## src/rtl/rtc_pkg.sv

```systemverilog
package rtc_pkg;
  localparam int unsigned ADDR_W = 6;
  localparam int unsigned DATA_W = 8;
  localparam int unsigned DEPTH  = 1 << ADDR_W;

  localparam logic [ADDR_W-1:0] A_HS   = 6'h00;
  localparam logic [ADDR_W-1:0] A_SEC  = 6'h01;
  localparam logic [ADDR_W-1:0] A_MIN  = 6'h02;
  localparam logic [ADDR_W-1:0] A_HR   = 6'h04;
  localparam logic [ADDR_W-1:0] A_DOW  = 6'h06;
  localparam logic [ADDR_W-1:0] A_DATE = 6'h08;
  localparam logic [ADDR_W-1:0] A_MON  = 6'h09;
  localparam logic [ADDR_W-1:0] A_YR   = 6'h0A;

  typedef struct packed {
    logic [DATA_W-1:0] yr;
    logic [DATA_W-1:0] mon;
    logic [DATA_W-1:0] date;
    logic [DATA_W-1:0] dow;
    logic [DATA_W-1:0] hr;
    logic [DATA_W-1:0] min;
    logic [DATA_W-1:0] sec;
    logic [DATA_W-1:0] hs;
  } rtc_time_t;

  localparam rtc_time_t TIME_RST = '{yr: 8'h00, mon: 8'h01, date: 8'h01, dow: 8'h01,
                                     hr: 8'h00, min: 8'h00, sec: 8'h00, hs: 8'h00};

  function automatic logic [7:0] bcd_inc(input logic [7:0] v);
    return (v[3:0] == 4'h9) ? {v[7:4] + 4'h1, 4'h0} : v + 8'h01;
  endfunction

  // BCD year divisible by 4: even tens -> 0/4/8, odd tens -> 2/6
  function automatic logic leap_yr(input logic [7:0] y);
    if (y[4]) return (y[3:0] == 4'h2) || (y[3:0] == 4'h6);
    return (y[3:0] == 4'h0) || (y[3:0] == 4'h4) || (y[3:0] == 4'h8);
  endfunction

  function automatic logic [7:0] month_len(input logic [7:0] m, input logic [7:0] y);
    case (m)
      8'h02:                      return leap_yr(y) ? 8'h29 : 8'h28;
      8'h04, 8'h06, 8'h09, 8'h11: return 8'h30;
      default:                    return 8'h31;
    endcase
  endfunction

  function automatic logic is_time(input logic [ADDR_W-1:0] a);
    return (a == A_HS) || (a == A_SEC) || (a == A_MIN) || (a == A_HR) ||
           (a == A_DOW) || (a == A_DATE) || (a == A_MON) || (a == A_YR);
  endfunction

  function automatic logic [7:0] get_field(input rtc_time_t t, input logic [ADDR_W-1:0] a);
    case (a)
      A_HS:    return t.hs;
      A_SEC:   return t.sec;
      A_MIN:   return t.min;
      A_HR:    return t.hr;
      A_DOW:   return t.dow;
      A_DATE:  return t.date;
      A_MON:   return t.mon;
      A_YR:    return t.yr;
      default: return 8'h00;
    endcase
  endfunction

  function automatic rtc_time_t put_field(input rtc_time_t t, input logic [ADDR_W-1:0] a,
                                          input logic [7:0] d);
    rtc_time_t r;
    r = t;
    case (a)
      A_HS:    r.hs   = d;
      A_SEC:   r.sec  = d;
      A_MIN:   r.min  = d;
      A_HR:    r.hr   = d;
      A_DOW:   r.dow  = d;
      A_DATE:  r.date = d;
      A_MON:   r.mon  = d;
      A_YR:    r.yr   = d;
      default: ;
    endcase
    return r;
  endfunction
endpackage

```

## src/rtl/rtc_advance.sv

```systemverilog
module rtc_advance
  import rtc_pkg::*;
(
  input  rtc_time_t cur_i,
  output rtc_time_t nxt_o
);
  logic day_c;

  always_comb begin
    nxt_o = cur_i;
    day_c = 1'b0;
    nxt_o.hs = (cur_i.hs == 8'h99) ? 8'h00 : bcd_inc(cur_i.hs);
    if (cur_i.hs == 8'h99) begin
      nxt_o.sec = (cur_i.sec == 8'h59) ? 8'h00 : bcd_inc(cur_i.sec);
      if (cur_i.sec == 8'h59) begin
        nxt_o.min = (cur_i.min == 8'h59) ? 8'h00 : bcd_inc(cur_i.min);
        if (cur_i.min == 8'h59) begin
          if (!cur_i.hr[6]) begin
            day_c    = (cur_i.hr[5:0] == 6'h23);
            nxt_o.hr = {cur_i.hr[7:6], 6'h00} |
                       (day_c ? 8'h00 : (bcd_inc({2'b00, cur_i.hr[5:0]}) & 8'h3F));
          end else if (cur_i.hr[4:0] == 5'h12) begin
            nxt_o.hr = {cur_i.hr[7:5], 5'h01};
          end else if (cur_i.hr[4:0] == 5'h11) begin
            nxt_o.hr = {cur_i.hr[7:6], ~cur_i.hr[5], 5'h12};
            day_c    = cur_i.hr[5];
          end else begin
            nxt_o.hr = {cur_i.hr[7:5], 5'h00} | (bcd_inc({3'b000, cur_i.hr[4:0]}) & 8'h1F);
          end
        end
      end
    end
    if (day_c) begin
      nxt_o.dow = (cur_i.dow == 8'h07) ? 8'h01 : cur_i.dow + 8'h01;
      if (cur_i.date == month_len(cur_i.mon, cur_i.yr)) begin
        nxt_o.date = 8'h01;
        if (cur_i.mon == 8'h12) begin
          nxt_o.mon = 8'h01;
          nxt_o.yr  = (cur_i.yr == 8'h99) ? 8'h00 : bcd_inc(cur_i.yr);
        end else begin
          nxt_o.mon = bcd_inc(cur_i.mon);
        end
      end else begin
        nxt_o.date = bcd_inc(cur_i.date);
      end
    end
  end
endmodule

```

## src/rtl/rtc_bus_ctl.sv

```systemverilog
module rtc_bus_ctl
  import rtc_pkg::*;
(
  input  logic              clk_i,
  input  logic              rst_ni,
  input  logic              cs_ni,
  input  logic              oe_ni,
  input  logic              we_ni,
  input  logic              pfail_i,
  input  logic [ADDR_W-1:0] addr_i,
  input  logic [DATA_W-1:0] data_i,
  output logic              rd_act_o,
  output logic              commit_o,
  output logic [ADDR_W-1:0] waddr_o,
  output logic [DATA_W-1:0] wdata_o
);
  logic wr_now, wr_q, abort_q;

  assign wr_now   = !cs_ni && !we_ni;
  assign rd_act_o = !cs_ni && !oe_ni && we_ni;
  assign commit_o = wr_q && !wr_now && !abort_q && !pfail_i;

  always_ff @(posedge clk_i or negedge rst_ni) begin
    if (!rst_ni) begin
      wr_q    <= 1'b0;
      abort_q <= 1'b0;
      waddr_o <= '0;
      wdata_o <= '0;
    end else begin
      wr_q    <= wr_now;
      abort_q <= wr_now && (pfail_i || (wr_q && abort_q));
      if (wr_now) begin
        waddr_o <= addr_i;
        wdata_o <= data_i;
      end
    end
  end
endmodule

```

## src/rtl/rtc_regfile.sv

```systemverilog
module rtc_regfile
  import rtc_pkg::*;
(
  input  logic              clk_i,
  input  logic              rst_ni,
  input  logic              tick_i,
  input  logic              pfail_i,
  input  logic              cs_ni,
  input  logic              oe_ni,
  input  logic              we_ni,
  input  logic [ADDR_W-1:0] addr_i,
  input  logic [DATA_W-1:0] data_i,
  output logic [DATA_W-1:0] data_o
);
  logic              rd_act, wr_commit;
  logic [ADDR_W-1:0] waddr;
  logic [DATA_W-1:0] wdata;
  rtc_time_t         int_q, vis_q, nxt;
  logic [DATA_W-1:0] mem_q [DEPTH];
  logic              wr_time;

  rtc_bus_ctl u_bus (
    .clk_i, .rst_ni, .cs_ni, .oe_ni, .we_ni, .pfail_i, .addr_i, .data_i,
    .rd_act_o (rd_act),
    .commit_o (wr_commit),
    .waddr_o  (waddr),
    .wdata_o  (wdata)
  );

  rtc_advance u_adv (.cur_i(int_q), .nxt_o(nxt));

  assign wr_time = wr_commit && is_time(waddr);

  always_ff @(posedge clk_i or negedge rst_ni) begin
    if (!rst_ni) begin
      int_q <= TIME_RST;
      vis_q <= TIME_RST;
    end else begin
      if (wr_time)     int_q <= put_field(int_q, waddr, wdata);
      else if (tick_i) int_q <= nxt;
      // transfer held while a read is open
      if (wr_time)      vis_q <= put_field(int_q, waddr, wdata);
      else if (!rd_act) vis_q <= int_q;
    end
  end

  always_ff @(posedge clk_i or negedge rst_ni) begin
    if (!rst_ni) begin
      for (int i = 0; i < DEPTH; i++) mem_q[i] <= '0;
    end else if (wr_commit && !wr_time) begin
      mem_q[waddr] <= wdata;
    end
  end

  always_comb begin
    data_o = '0;
    if (rd_act) data_o = is_time(addr_i) ? get_field(vis_q, addr_i) : mem_q[addr_i];
  end
endmodule

```

## config.mk

```make
export PLATFORM = sky130hd
export DESIGN_NAME = rtc_regfile
export DESIGN_NICKNAME = d
export VERILOG_FILES = /design/src/rtl/rtc_pkg.sv /design/src/rtl/rtc_advance.sv /design/src/rtl/rtc_bus_ctl.sv /design/src/rtl/rtc_regfile.sv
export SDC_FILE = /design/constraint.sdc
export NUM_CORES = 1
export LEC_CHECK = 0
export ABC_AREA = 1
export BUFFER_PORTS_ARGS = -buffer_cell sky130_fd_sc_hd__buf_2
export CAP_MARGIN = 5
export CORE_MARGIN = 4
export CORE_UTILIZATION = 40
export CTS_CLUSTER_DIAMETER = 120
export CTS_CLUSTER_SIZE = 20
export DETAILED_ROUTE_END_ITERATION = 6
export HOLD_SLACK_MARGIN = 0.12
export PLACE_DENSITY_LB_ADDON = 0.12
export SKIP_CTS_REPAIR_TIMING = 1
export SLEW_MARGIN = 10
export SYNTH_ARGS = -nofsm -noshare
export SYNTH_HDL_FRONTEND = slang
export SYNTH_SLANG_ARGS = --single-unit
```

## constraint.sdc

```tcl
create_clock -name clk_i -period 3.05 [get_ports clk_i]
set_clock_uncertainty 0.2 [all_clocks]
set_input_delay 0.61 -clock clk_i [delete_from_list [all_inputs] [get_ports clk_i]]
set_output_delay 0.61 -clock clk_i [all_outputs]
set_load 0.01 [all_outputs]
```

Word level (Yosys, flattened, before mapping) --
Cells that the tools add are included.
Operators by class: add/subtract/negate cells 17, $lt $le $gt $ge 3, equal/unequal tests 43, muxes and demuxes 62, bitwise gates (word level) 5, reductions and logical operators 55
Operator list (count):
- bitwise mux 512 bit | 1
- two-way mux 64 bit | 4
- two-way mux 8 bit | 32
- case mux 8 bit (8 select lines) | 1
- adder 8 x 1 -> 8 bit, second input constant | 7
- binary-select mux 8 bit (select 6 bit) | 1
- demux 8 bit (select 6 bit) | 1
- == test 6 x 4 -> 1 bit, second input constant | 6
- == test 4 bit, second input constant | 8
- two-way mux 16 bit | 2
- two-way mux 32 bit | 1
- adder 4 x 1 -> 4 bit, second input constant | 6
- == test 6 x 3 -> 1 bit, second input constant | 4
- == test 8 x 3 -> 1 bit, second input constant | 3
- two-way mux 24 bit | 1
- logical OR 1 bit | 18
- == test 8 x 5 -> 1 bit, second input constant | 2
- == test 8 x 7 -> 1 bit, second input constant | 2
- == test 8 bit, second input constant | 2
- case mux 8 bit (2 select lines) | 1
- >= comparator 7 bit, second input constant | 2
- two-way mux 1 bit | 14
- NOT 6 -> 7 bit | 2
- nonzero test 2 bit | 7
- 31 further kinds | 57
Storage, ports and cells: bits in registers 656, bits of input ports 21, output and inout bits 8, word-level logic and storage cells 271

Longest topological paths before layout --
Gate-level depths: netlist of the first run.
depth after elaboration 19, depth in mapped cells 17, gate-level depth less buffers 14

Cells and area by module --
From an unflattened synthesis of the first run, not the netlist that was laid out.
Unflattened totals: cell total of the unflattened synthesis 4837, area, all modules 34974.8 µm²
Modules (own cells, without submodules):
- rtc_regfile | times used 1, cells each 4292, area an instance 31831.8 µm², sequential area each 16022.9 µm²
- rtc_advance | times used 1, cells each 472, area an instance 2484.9 µm², sequential area each 0.0 µm²
- rtc_bus_ctl | times used 1, cells each 73, area an instance 658.1 µm², sequential area each 400.4 µm²

Worst setup path after synthesis of the first run --
Ideal clock, no wire load.
path type input -> output, start input port addr_i[0], end output port data_o[0], arrival 2.278 ns, data required time 2.240 ns, slack -0.038 ns, cell stages on the path 11, path buffers 3, cell sequence buf_2 inv_1 clkbuf_1 clkbuf_1 o21ai_0 nand3_1 a21oi_2 inv_1 nand3_1 nand2_1 a21oi_1
On the way: word-level cells in the longest chain between the ends 10, elaborated cells between the ends (all ways) 22, those cells by class eq/ne: 7; mux: 6; bitwise: 1; reduce/logical: 8
RTL lines:
- start: declaration | RTL line rtc_regfile.sv:11 | input logic [ADDR_W-1:0] addr_i,
- parallel branches: the longest is 8 deep, another holds binary-select mux 8 bit (select 6 bit)
- two-way mux 8 bit (*) (2 in series) | RTL line rtc_regfile.sv:57 | if (rd_act) data_o = is_time(addr_i) ? get_field(vis_q, addr_i) : mem_q[addr_i];
- end: declaration | RTL line rtc_regfile.sv:13 | output logic [DATA_W-1:0] data_o
Mark *: on every way between the ends. The select of a mux whose other input is x is not followed.

Worst setup path in the final report of the first run --
start input port addr_i[1], end output port data_o[5]
Same word-level chain as after synthesis.

==> results of run 1 <==
[registers in the layout, summed over array words and instances, names as in the netlist]
signal	count
u_bus.waddr_o	6
mem_q	512
vis_q	64
u_bus.wdata_o	8
u_bus.abort_q	1
u_bus.wr_q	1
int_q	64
[metrics by stage]
step | TNS [ns] | utilization, %
6_report | -1.20 | 46.2
5_1_grt | -1.68 | 46.2
4_1_cts | -3.52 | 45.0
3_5_place_dp | -3.46 | 43.7
3_3_place_gp | -3.64 | 43.7
2_1_floorplan | 0 | -
[area by class of cell]
cell class,count,area [µm²]
flip-flops and latches,656,16400
inverters,349,1340
clock inverters,1,30.0
diodes,1,2.50
clock buffers,54,1070
multi-input cells,3030,14000
well taps,1060,1330
repair buffers,284,2930
fillers,8125,43300
[final timing paths]
kind                                      end        startpoint  slack (ns)
worst max-delay path                data_o[5]         addr_i[1]       -0.23
worst min-delay path            u_bus.abort_q             cs_ni        0.17
worst max register to register      mem_q[68]  u_bus.waddr_o[0]        0.23
worst min register to register     mem_q[497]        mem_q[497]        0.18
max in group asynchronous          mem_q[121]            rst_ni        1.41
min in group asynchronous          mem_q[323]            rst_ni        0.35
[cells by family after synthesis]
logic type / share of synthesized area, %
xor gates and xnor gates: 0.729
AOI/OAI and AO/OA: 13.3
and+or+nand+nor: 26.8
DFF: 50.6
buffers and inverters: 7.77
adders and majority gates: 0.849
[layout by cell type, fill, tap and decap left out, drive strengths merged]
cell	n
nor3	17
nand3	240
dfrtp	650
or2	6
o21ai	658
xor2	24
o22ai	25
nand4	36
o221ai	2
nand2	1368
ha	22
inv	348
o211ai	60
clkinv	1
o21a	1
o21bai	4
buf	269
o31ai	2
nor3b	2
a31oi	2
clkbuf	59
a21oi	36
dlygate4sd3	10
diode	1
bufinv	1
a31o	1
dfstp	6
nor2	507
xnor2	3
o311ai	14
[cell usage after synthesis, types with 6 or more instances]
library cell	number
sky130_fd_sc_hd__a21oi_1	35
sky130_fd_sc_hd__buf_1	21
sky130_fd_sc_hd__buf_2	20
sky130_fd_sc_hd__clkbuf_1	273
sky130_fd_sc_hd__dfrtp_1	650
sky130_fd_sc_hd__dfstp_2	6
sky130_fd_sc_hd__ha_1	22
sky130_fd_sc_hd__inv_1	347
sky130_fd_sc_hd__nand2_1	1367
sky130_fd_sc_hd__nand3_1	238
sky130_fd_sc_hd__nand4_1	36
sky130_fd_sc_hd__nor2_1	501
sky130_fd_sc_hd__nor2_2	6
sky130_fd_sc_hd__nor3_1	12
sky130_fd_sc_hd__o211ai_1	60
sky130_fd_sc_hd__o21ai_0	648
sky130_fd_sc_hd__o21ai_1	9
sky130_fd_sc_hd__o22ai_1	25
sky130_fd_sc_hd__o311ai_0	14
sky130_fd_sc_hd__or2_2	6
sky130_fd_sc_hd__xor2_1	24
[power breakdown]
| group | internal, mW | leakage, nW | switching, mW |
|---|---|---|---|
| logic | 1.27 | 8.21 | 2.38 |
| registers | 9.38 | 8.93 | 0.551 |
| clock network | 2.55 | 0.535 | 3.06 |
[worst max-delay path, stage by stage]
cell and delay, ns:
sky130_fd_sc_hd__buf_8 0.12, sky130_fd_sc_hd__buf_12 0.14, sky130_fd_sc_hd__nand2_8 0.14, sky130_fd_sc_hd__clkinv_8 0.10, sky130_fd_sc_hd__buf_12 0.16, sky130_fd_sc_hd__nand2_1 0.06
sky130_fd_sc_hd__nand2_1 0.06, sky130_fd_sc_hd__nor2_1 0.13, sky130_fd_sc_hd__nor2_1 0.05, sky130_fd_sc_hd__nor2_1 0.16, sky130_fd_sc_hd__nand2_1 0.15, sky130_fd_sc_hd__nand3_2 0.14
sky130_fd_sc_hd__nand2_4 0.09, sky130_fd_sc_hd__a21oi_4 0.20, sky130_fd_sc_hd__buf_6 0.13
[layer usage]
layer  GRT usage (%)  vias to the layer above  part of all wire, %
li1                -                    13800                    -
met1            35.7                    13400                   48
met2            38.7                      623                   45
met3            2.68                      121                  4.7
met4            6.46                        0                  2.5
met5               0                        -                    0
==> impl_metrics.py, run 1 <==
metrics = {
    "synthesis": {
        "syn_avg_cell_area_um2": 7.46,
        "cell_type_with_the_highest_aggregate_area_in_the_netlist": "sky130_fd_sc_hd__dfrtp_1",
        "ys_dominant_reg_cell": "sky130_fd_sc_hd__dfrtp_1",
        "synth_top_cell_area_share_pct": 50.1,
        "postSynth.asyncResetShare_pct": 100,
        "syn_nets": 4393,
        "ys_types": 37,
        "synth.yosys.warnings": 0,
        "synth_enable_flop_cells": 0,
        "yosys_register_bits": 656,
        "synth_area_leaders": "sky130_fd_sc_hd__dfrtp_1 (50%), sky130_fd_sc_hd__nand2_1 (16%), sky130_fd_sc_hd__o21ai_0 (10%)",
        "netlist_area_um2": 32400,
        "postSynthCellCount": 4350,
        "synth.yosys.seq_area_share_pct": 50.6,
    },
    "timing": {
        "setup_violations": 8,
        "grt_setup_unrepaired": "true",
        "worst_slew_pin_slew_ns": 0.796,
        "fmaxAchievable_mhz": 305,
        "finalHoldViolations": 0,
        "slew_headroom_pct": 46.9,
        "fin_crit_ns": 3.28,
        "report.final.slew_viol_count": 0,
        "fin_ws_ns": -0.232,
        "hold_ws_ns": 0.174,
        "period_share_pct": 108,
    },
    "placed_design": {
        "place_congestion": 0.890,
        "dpl.hpwl_mm": 71.5,
        "dpl_cell_area_um2": 35100,
        "place_worst_setup_slack_ns": -0.585,
        "count_of_buffers_from_port_buffering": 28,
        "dp_cells": 5362,
    },
    "cells_and_area": {
        "synthToLayoutAreaGrowth_pct": 14.5,
        "nets_final": 4402,
        "drive_above_1_share_pct": 10.4,
        "final_cell_count_no_fill": 5435,
        "layout.cell_area.non_filler_um2": 37100,
    },
    "detailed_routing": {
        "detailroute.via_count": 28000,
        "drt_pre_antenna_iters": 6,
        "post_drt_wl_per_cell_um": 19.6,
        "detail-route-antenna-nets": 0,
        "routed_wirelength_mm": 107,
        "drc_errors": 0,
        "drt_iter0_markers": 2276,
        "post_drt_via_cell_ratio": 5.15,
    },
    "floorplan": {
        "row_count": 104,
        "io-pin-count": 29,
        "core-area_um2": 80400,
        "floorplan.die_area_um2": 85700,
        "starting_utilization_of_the_core_area_pct": 40.3,
        "fp.dieW_um": 293,
        "chipHeight_um": 293,
    },
    "global_route": {
        "grt_antenna_before_repair": 0,
        "grt_first_pass_wirelength_mm": 164,
        "grt_pass1_vias": 27100,
        "largest_net_degree_at_the_start_of_global_routing": 83,
        "grt.overflow.total": 0,
        "grt.total_usage_pct": 24.4,
    },
    "pwr": {
        "total_leakage_power_nw": 17.7,
        "design_power_total_mw": 19.2,
        "irDropWorstVdd_mv": 0.415,
        "powerDensity_nw_per_um2": 517,
    },
    "outcome": {
        "status": "finished, violations left",
        "failed_checks": "negative setup slack",
    },
    "clocking": {
        "cts_buffers": 38,
        "tritoncts_num_sinks": 656,
        "clk_latency_ns": 0.60,
        "cts_tree": "built",
        "cts_max_path_buffers": 3,
        "clock_tree_root_driver_cell": "sky130_fd_sc_hd__clkbuf_16",
        "cts-htree-levels": 2,
        "worst_setup_hold_path_clk_slew_ns": 0.09,
    },
    "worst_setup_path": {
        "worst_ep_required_time_ns": 2.24,
        "worstSetupStartpointType": "input port",
        "critPathMaxFanout": 10,
        "rr_worst_depth": 9,
        "worst_ep_arrival_time_ns": 2.47,
        "timing.setup.critical_path_class": "in2out",
        "critPathCaptureType": "output port",
    },
    "hold_path": {
        "timing.hold.worst.class": "in2reg",
        "hold_depth": 6,
    },
    "run": {
        "max_cap_viol_count": 0,
    },
}
(Power assumes the default switching activity.)
==> run 2, diff against run 1 <==
BUFFER_PORTS_ARGS = -buffer_cell sky130_fd_sc_hd__buf_4   (was -buffer_cell sky130_fd_sc_hd__buf_2)
SLEW_MARGIN = not set   (was 10)
==> impl_metrics.py, run 2 (same netlist as run 1, synthesis figures left out) <==
metrics = {
    "worst_setup_path": {
        "worst_ep_required_time_ns": 2.24,
        "worst_ep_arrival_time_ns": 2.49,
        "critical-path-slowest-cell": "sky130_fd_sc_hd__or2_2",
        "most_used_cell_along_the_critical_path": "sky130_fd_sc_hd__buf_12",
        "critPathMaxFanout": 10,
        "timing.setup.critical_path_class": "in2out",
        "critPathMaxStageDelay_ns": 0.27,
        "worst-path-buf-inv": 5,
        "critPathCaptureType": "output port",
        "path_delay_family": "simple AND/OR/NAND/NOR gates",
        "crit_path_cell_trace": "buf_12, nand2_8, buf_12, buf_12, buf_4, or2_2, nand4_1, nand3_2, nand2_2, nand3_1, nand2_2, a21oi_2, buf_4",
        "worstSetupStartpointType": "input port",
    },
    "timing": {
        "setup_violations": 8,
        "slew_headroom_pct": 49.2,
        "period_share_pct": 108,
        "fin_ws_ns": -0.250,
        "fmaxAchievable_mhz": 303,
        "finalHoldViolations": 0,
        "grt_setup_unrepaired": "true",
        "report.final.slew_viol_count": 0,
        "worst_slew_pin_slew_ns": 0.761,
        "fin_crit_ns": 3.30,
        "totalNegativeSetupSlack_ns": -1.56,
    },
    "clocking": {
        "cts-htree-levels": 2,
        "worst_setup_hold_path_clk_slew_ns": 0.08,
        "cts_tree": "built",
        "cts_max_path_buffers": 3,
        "cts_buffers": 38,
        "clock_tree_root_driver_cell": "sky130_fd_sc_hd__clkbuf_16",
        "clk_latency_ns": 0.61,
        "tritoncts_num_sinks": 656,
    },
    "outcome": {
        "status": "finished, violations left",
        "failed_checks": "negative setup slack",
    },
    "cells_and_area": {
        "synthToLayoutAreaGrowth_pct": 15.1,
        "layout.core_utilization_pct": 46.4,
        "biggest_registers_after_layout": "mem_q: 512 flops, int_q: 64 flops, vis_q: 64 flops",
        "insertedDiodeCount": 0,
        "number_of_flip_flops_under_the_largest_register_name": 512,
        "layout.cell_area.non_filler_um2": 37300,
        "most_frequent_standard_cell_in_the_layout_excluding_fill_and_tap_cells": "sky130_fd_sc_hd__nand2_1",
        "mostFrequentLayoutCells": "sky130_fd_sc_hd__nand2_1 (1345), sky130_fd_sc_hd__dfrtp_1 (650), sky130_fd_sc_hd__o21ai_0 (641)",
        "drive_above_1_share_pct": 10.6,
        "register_with_the_highest_flop_count": "mem_q",
        "nets_final": 4425,
    },
    "detailed_routing": {
        "routed_wirelength_mm": 110,
        "detailroute.via_count": 28300,
        "detail-route-antenna-nets": 0,
        "drt_pre_antenna_iters": 5,
        "drc_errors": 0,
        "post_drt_via_cell_ratio": 5.20,
        "drt_iter0_markers": 2449,
        "post_drt_wl_per_cell_um": 20.2,
    },
    "placed_design": {
        "count_of_buffers_from_port_buffering": 28,
        "place_worst_setup_slack_ns": -0.466,
        "place_congestion": 0.939,
        "dpl_cell_area_um2": 35300,
        "dpl.hpwl_mm": 73.0,
    },
    "floorplan": {
        "starting_utilization_of_the_core_area_pct": 40.3,
        "chipHeight_um": 293,
        "core-area_um2": 80400,
        "row_count": 104,
        "io-pin-count": 29,
        "floorplan.die_area_um2": 85700,
        "fp.dieW_um": 293,
    },
    "pwr": {
        "powerDensity_nw_per_um2": 515,
        "design_power_total_mw": 19.2,
        "total_leakage_power_nw": 17.8,
        "irDropWorstVdd_mv": 0.411,
    },
    "global_route": {
        "grt.total_usage_pct": 25.0,
        "grt.overflow.total": 0,
        "grt_antenna_before_repair": 1,
        "grt_pass1_vias": 27100,
        "grt_first_pass_wirelength_mm": 168,
        "largest_net_degree_at_the_start_of_global_routing": 94,
    },
    "run": {
        "max_cap_viol_count": 0,
    },
    "hold_path": {
        "timing.hold.worst.class": "in2reg",
    },
}
[run 2: cell types whose count changed in the layout (fill, tap and decap cells not counted), moves of 6 or more]
cell and delta:
sky130_fd_sc_hd__buf_12 +6, sky130_fd_sc_hd__buf_2 -19, sky130_fd_sc_hd__buf_4 +39, sky130_fd_sc_hd__nand2_1 +15, sky130_fd_sc_hd__nand2_2 -14, sky130_fd_sc_hd__nand3_1 -6, sky130_fd_sc_hd__nand3_2 +9
[run 2: tightest hold or removal path, delay by kind of cell]
kind,cells,cell delay [ns]
AO/OA/AOI/OAI,1,0.09
buffers and inverters,1,0.12
AND/OR/NAND/NOR,1,0.09
[run 2: layer usage]
layer / global-route usage [%] / part of all wire, %
met5: 0.831 / 0.090
met4: 7.38 / 3.1
met3: 2.90 / 5.6
met2: 37.8 / 44
met1: 37.9 / 48
[run 2: per-stage QoR]
stage,instances,hold WS [ns]
final,5452,0.159
after floorplan,4350,0.114
after detailed placement,5370,0.160
after CTS,5420,-0.207
after global routing,5452,0.170
after global placement,5370,0.160
[run 2: layout make-up]
type                    instances  area (µm²)
flip-flops and latches        656       16400
clock inverters                 1        30.0
repair buffers                307        3240
clock buffers                  49        1060
well taps                    1060        1330
inverters                     349        1320
fillers                      8187       43100
multi-input cells            3030       13900
[run 2: path summary, 6_finish.rpt]
path,depth (start not counted),to,slack [ns],from
min reg2reg,0,mem_q[492],0.18,mem_q[492]
max reg2reg,9,int_q[8],0.25,u_bus.waddr_o[0]
min,3,int_q[5],0.16,tick_i
max,13,data_o[3],-0.25,addr_i[0]
max in group asynchronous,3,mem_q[459],1.39,rst_ni
min in group asynchronous,2,mem_q[257],0.40,rst_ni
[run 2: report_power, final]
| group | internal [mW] | switching (mW) | total [mW] |
|---|---|---|---|
| registers | 9.38 | 0.532 | 9.91 |
| clock network | 2.52 | 3.04 | 5.56 |
| logic | 1.32 | 2.44 | 3.76 |
| total | 13.2 | 6.02 | 19.2 |
